File: src/rtl/hexfp_pkg.sv
package hexfp_pkg;

    localparam int CHAR_W       = 7;
    localparam int DIG_W        = 4;
    localparam int LONG_DIGITS  = 14;
    localparam int SHORT_DIGITS = 6;
    localparam int GUARD_DIGITS = 1;
    localparam int FRAC_W       = LONG_DIGITS * DIG_W;
    localparam int WORD_W       = 1 + CHAR_W + FRAC_W;
    localparam int HALF_W       = WORD_W / 2;
    localparam int LZ_W         = $clog2(LONG_DIGITS + 1);

    typedef logic [FRAC_W-1:0] frac_t;

    typedef struct packed {
        logic              sign;
        logic [CHAR_W-1:0] chr;
        frac_t             frac;
    } hexop_t;

    typedef struct packed {
        logic              sign;
        logic [CHAR_W-1:0] chr;
        logic [FRAC_W:0]   mag;
    } rawsum_t;

    typedef enum logic [1:0] {
        CC_ZERO = 2'd0,
        CC_NEG  = 2'd1,
        CC_POS  = 2'd2,
        CC_OVF  = 2'd3
    } cc_e;

    typedef struct packed {
        logic ovf;
        logic unf;
        logic sig;
    } excp_t;

    // Ones over the top ndig hex digits of a fraction.
    function automatic frac_t digit_mask(input int ndig);
        frac_t m;
        m = '0;
        for (int d = 0; d < LONG_DIGITS; d++) begin
            if (d < ndig) m[FRAC_W-1-d*DIG_W -: DIG_W] = '1;
        end
        return m;
    endfunction

    // Number of zero hex digits above the first nonzero one.
    function automatic logic [LZ_W-1:0] lead_zero_digits(input frac_t f);
        logic [LZ_W-1:0] cnt;
        logic            found;
        cnt   = '0;
        found = 1'b0;
        for (int d = 0; d < LONG_DIGITS; d++) begin
            if (!found) begin
                if (f[FRAC_W-1-d*DIG_W -: DIG_W] == '0) cnt = cnt + 1'b1;
                else found = 1'b1;
            end
        end
        return cnt;
    endfunction

    // Right shift by whole digits; distances at or past the width clear it.
    function automatic frac_t shr_digits(input frac_t f, input logic [CHAR_W-1:0] n);
        if (int'(n) >= LONG_DIGITS) return '0;
        return f >> (int'(n) * DIG_W);
    endfunction

    // Short words live in the upper half; the lower half is ignored.
    function automatic hexop_t unpack_word(input logic [WORD_W-1:0] w, input logic long_mode);
        hexop_t o;
        o = w;
        if (!long_mode) begin
            o.frac = '0;
            o.frac[FRAC_W-1:HALF_W] = w[FRAC_W-1:HALF_W];
        end
        return o;
    endfunction

endpackage

File: src/rtl/hexfp_align.sv
module hexfp_align
    import hexfp_pkg::*;
#(
    parameter int SHORT_KEEP = SHORT_DIGITS + GUARD_DIGITS,
    parameter int LONG_KEEP  = LONG_DIGITS
) (
    input  logic [WORD_W-1:0] a_word,
    input  logic [WORD_W-1:0] b_word,
    input  logic              long_mode,
    input  logic              negate_b,
    output hexop_t            big_op,
    output hexop_t            small_op,
    output logic              eff_sub
);

    hexop_t            op_a;
    hexop_t            op_b;
    hexop_t            lesser;
    frac_t             work_mask;
    logic [CHAR_W-1:0] distance;
    logic              swap;

    always_comb begin
        work_mask   = long_mode ? digit_mask(LONG_KEEP) : digit_mask(SHORT_KEEP);
        op_a        = unpack_word(a_word, long_mode);
        op_b        = unpack_word(b_word, long_mode);
        op_b.sign   = op_b.sign ^ negate_b;
        swap        = op_b.chr > op_a.chr;
        big_op      = swap ? op_b : op_a;
        lesser      = swap ? op_a : op_b;
        distance    = big_op.chr - lesser.chr;
        small_op    = lesser;
        small_op.frac = shr_digits(lesser.frac, distance) & work_mask;
        eff_sub     = op_a.sign ^ op_b.sign;
    end

endmodule

File: src/rtl/hexfp_addmag.sv
module hexfp_addmag
    import hexfp_pkg::*;
(
    input  hexop_t  big_op,
    input  hexop_t  small_op,
    input  logic    eff_sub,
    output rawsum_t sum
);

    always_comb begin
        sum     = '0;
        sum.chr = big_op.chr;
        if (!eff_sub) begin
            sum.mag  = {1'b0, big_op.frac} + {1'b0, small_op.frac};
            sum.sign = big_op.sign;
        end else if (big_op.frac >= small_op.frac) begin
            sum.mag  = {1'b0, big_op.frac - small_op.frac};
            sum.sign = big_op.sign;
        end else begin
            sum.mag  = {1'b0, small_op.frac - big_op.frac};
            sum.sign = small_op.sign;
        end
    end

endmodule

File: src/rtl/hexfp_post.sv
module hexfp_post
    import hexfp_pkg::*;
#(
    parameter int SHORT_KEEP  = SHORT_DIGITS + GUARD_DIGITS,
    parameter int SHORT_FINAL = SHORT_DIGITS,
    parameter int LONG_KEEP   = LONG_DIGITS
) (
    input  rawsum_t           sum,
    input  logic              long_mode,
    input  logic              norm_mode,
    input  logic              sig_enable,
    output logic [WORD_W-1:0] word,
    output cc_e               cc,
    output excp_t             excp
);

    localparam int CEXT_W = CHAR_W + 2;

    frac_t              keep_work;
    frac_t              keep_final;
    frac_t              f_carry;
    frac_t              f_norm;
    frac_t              f_trunc;
    logic [CHAR_W:0]    chr_carry;
    logic [CEXT_W-1:0]  chr_norm;
    logic [LZ_W-1:0]    lz;
    logic               ovf_raw;
    logic               unf_raw;

    always_comb begin
        keep_work  = long_mode ? digit_mask(LONG_KEEP) : digit_mask(SHORT_KEEP);
        keep_final = long_mode ? digit_mask(LONG_KEEP) : digit_mask(SHORT_FINAL);

        // carry correction: one digit right, characteristic up by one
        if (sum.mag[FRAC_W]) begin
            f_carry   = {{(DIG_W-1){1'b0}}, sum.mag[FRAC_W:DIG_W]} & keep_work;
            chr_carry = {1'b0, sum.chr} + 1'b1;
        end else begin
            f_carry   = sum.mag[FRAC_W-1:0];
            chr_carry = {1'b0, sum.chr};
        end
        ovf_raw = chr_carry[CHAR_W];

        // post-normalization by whole digits
        lz       = (norm_mode && f_carry != '0) ? lead_zero_digits(f_carry) : '0;
        f_norm   = f_carry << (int'(lz) * DIG_W);
        chr_norm = {1'b0, chr_carry} - {{(CEXT_W-LZ_W){1'b0}}, lz};
        unf_raw  = chr_norm[CEXT_W-1];

        // truncation, guard digit dropped
        f_trunc = f_norm & keep_final;

        word = '0;
        cc   = CC_ZERO;
        excp = '0;
        if (f_trunc == '0) begin
            if (sig_enable) begin
                word     = {1'b0, chr_carry[CHAR_W-1:0], frac_t'(0)};
                excp.sig = 1'b1;
            end
        end else if (unf_raw) begin
            excp.unf = 1'b1;
        end else begin
            word     = {sum.sign, chr_norm[CHAR_W-1:0], f_trunc};
            excp.ovf = ovf_raw;
            if (ovf_raw)       cc = CC_OVF;
            else if (sum.sign) cc = CC_NEG;
            else               cc = CC_POS;
        end
    end

endmodule

File: src/rtl/hexfp_addsub.sv
module hexfp_addsub
    import hexfp_pkg::*;
(
    input  logic              clk,
    input  logic              rst,
    input  logic              start,
    input  logic              long_mode,
    input  logic              sub_op,
    input  logic              norm_mode,
    input  logic              sig_enable,
    input  logic [WORD_W-1:0] a_word,
    input  logic [WORD_W-1:0] b_word,
    output logic              done,
    output logic [WORD_W-1:0] result,
    output logic [1:0]        cond_code,
    output logic [2:0]        exc_flags
);

    hexop_t            big_op;
    hexop_t            small_op;
    logic              eff_sub;
    rawsum_t           raw;
    logic [WORD_W-1:0] word_d;
    cc_e               cc_d;
    excp_t             excp_d;

    hexfp_align u_align (
        .a_word    (a_word),
        .b_word    (b_word),
        .long_mode (long_mode),
        .negate_b  (sub_op),
        .big_op    (big_op),
        .small_op  (small_op),
        .eff_sub   (eff_sub)
    );

    hexfp_addmag u_addmag (
        .big_op   (big_op),
        .small_op (small_op),
        .eff_sub  (eff_sub),
        .sum      (raw)
    );

    hexfp_post u_post (
        .sum        (raw),
        .long_mode  (long_mode),
        .norm_mode  (norm_mode),
        .sig_enable (sig_enable),
        .word       (word_d),
        .cc         (cc_d),
        .excp       (excp_d)
    );

    always_ff @(posedge clk) begin
        if (rst) begin
            done      <= 1'b0;
            result    <= '0;
            cond_code <= '0;
            exc_flags <= '0;
        end else begin
            done <= start;
            if (start) begin
                result    <= word_d;
                cond_code <= cc_d;
                exc_flags <= excp_d;
            end
        end
    end

endmodule

File: config.mk
export PLATFORM = sky130hd
export DESIGN_NAME = hexfp_addsub
export DESIGN_NICKNAME = d
export VERILOG_FILES = /design/src/rtl/hexfp_pkg.sv /design/src/rtl/hexfp_align.sv /design/src/rtl/hexfp_addmag.sv /design/src/rtl/hexfp_post.sv /design/src/rtl/hexfp_addsub.sv
export SDC_FILE = /design/constraint.sdc
export NUM_CORES = 1
export LEC_CHECK = 0
export BUFFER_PORTS_ARGS = -buffer_cell sky130_fd_sc_hd__buf_2
export CORE_ASPECT_RATIO = 0.6
export CORE_MARGIN = 8
export CORE_UTILIZATION = 30
export DETAILED_ROUTE_END_ITERATION = 10
export PLACE_DENSITY = 0.48
export SYNTH_ARGS = -nofsm -noshare
export SYNTH_HDL_FRONTEND = slang
export SYNTH_HIERARCHICAL = 1
export SYNTH_SLANG_ARGS = --single-unit
File: constraint.sdc
create_clock -name clk -period 20.4 [get_ports clk]
set_input_delay 4.08 -clock clk [delete_from_list [all_inputs] [get_ports clk]]
set_output_delay 4.08 -clock clk [all_outputs]
set_load 0.02 [all_outputs]
==> out/metrics.cfg <==
[run_status]
outcome = completed

[yosys]
yosys_warnings = 6
syn_area_um2 = 22910
syn-instance-count = 3455
synth.avg_cell_area_um2 = 6.630
syn_nets = 3797

[floorplanning]
core_area_um2 = 75540
fp.dieArea_um2 = 85750
die_w_um = 372.7
rows = 78
boundaryPins = 205
dieHeight_um = 230.1
initial_utilization_pct = 30.33

[placement]
detailed_place.area_um2 = 25800
gp_congestion = 1.027
hpwl_mm = 94.63
placed_cells = 4641
port_buffers = 204

[routing]
routed_wl_mm = 113.9
drtIter0Drc = 3741
vias = 27778
final_antenna_net_count = 0
drc = 0
drt-pass1-iter-count = 6
via_per_inst = 5.955
wl_per_cell_um = 24.42

[timing]
clock.fmax_mhz = 50.47
rsz0062_at_grt = no
finalCritPeriodShare_pct = 97.12
finalCriticalPeriod_ns = 19.81
final.setup_skew_ns = 0
worstMarginPinSlew_ns = 1.270
setup_viol = 0
maxSlewViolCount = 0
worst_hold_slack_ns = 0.4848
slew_headroom_pct = 14.47
finalSetupTns_ns = 0
hold_viol = 0

[cells_and_area]
design_area_um2 = 26370
drive_gt1_share_pct = 16.83
fin_cells = 4665
nNetsFinal = 4002
area_growth_pct = 15.12
fill_cells = 8370
antenna_cells = 0
final_cell_mix = nor2_1 (409), nand2_1 (402), a21oi_1 (322)
final_common_cell = nor2_1

[critical_path]
crit_start = a_word[58]
crit_path_start_kind = input pin
cp.required_ns = 20.60
r2r_start = result[50]
slowest_stage = mux2i_1
cp.arrival_ns = 20.02
worstSetupPathType = input pin to flop
endpoint_kind = flop
worstPathMaxFanout = 119
critical-path-max-stage-delay_ns = 0.73

[clock_network]
root_buffer = clkbuf_16
clk_pin_slew_ns = 0.06
clock_path_buffers = 2
cts_buffers = 9
cts_htree_levels = 3
clk_latency_ns = 0.34
cts_tree = done
ctsHoldBuffers = 0
cts_sinks = 70

[power]
peakVddDrop_v = 0.00004134
p_per_area_nw_per_um2 = 75.80
p_leak_uw = 0.01149

[global_routing]
grt_util_all_layers_pct = 24.82
grt_overflow = 0
grt_pass1_wl_mm = 168.1
grt_pass1_vias = 25424
grt_max_degree = 120
antenna_found_initial = 4

[flow_run]
max_cap_viol_count = 0

[hold_path]
min_path_type = flop to flop
holdCritStartpoint = result[3]

[power breakdown]
group / internal [uW] / leakage, uW / switching (uW)
Clock: 107 / 0.000152 / 63.8
Sequential: 157 / 0.000573 / 11.5
Combinational: 549 / 0.0108 / 1110
Total: 814 / 0.0115 / 1190
[worst max-delay path, delay by kind of cell]
kind	cells	cell delay (ns)
compound gates	27	6.39
fa+ha+maj	7	2.44
simple gates	12	2.13
xor+xnor	1	0.17
mux	7	2.57
buf+inv	13	2.09
[per-stage QoR]
stage / setup WS [ns] / utilization (%) / total power, uW
2_1_floorplan: 1.766 / - / 1141
3_3_place_gp: -0.04341 / 34.15 / 1758
3_5_place_dp: -0.09716 / 34.15 / 1738
4_1_cts: 0.1975 / 34.58 / 1919
5_1_grt: 0.04320 / 34.91 / 2102
6_report: 0.5875 / 34.91 / 1999
[metal layers]
layer,global-route usage (%),part of all wire (%)
met4,3.447,1.6
met3,9.812,14
met1,37.80,48
met2,32.21,36
met5,1.714,0.26
[state kept, by name, indices dropped and copies added, names as in the netlist]
| signal | flops |
|---|---|
| exc_flags | 3 |
| result | 64 |
| cond_code | 2 |
| done | 1 |
[final cells by class]
class,count,area (um2),area share [%]
well taps,1000,1251,4.745
inverters,201,758.2,2.875
repair buffers,430,2833,10.74
clock inverters,7,97.59,0.3701
multi-input cells,2948,19810,75.10
flip-flops and latches,70,1401,5.314
clock buffers,9,225.2,0.8540
[worst paths after layout]
kind              slack, ns  depth (start not counted)    endpoint
hold reg to reg        0.48                          2   result[3]
setup reg to reg      19.73                          2  result[50]
hold / removal         0.48                          2   result[3]
setup / recovery       0.59                         67  result[31]
[repair_timing]
item / in CTS / in global routing
resized for setup: 0 / 54
setup buffers: 0 / 8
endpoints found under the setup margin: 0 / 68
(Power assumes the default switching activity.)
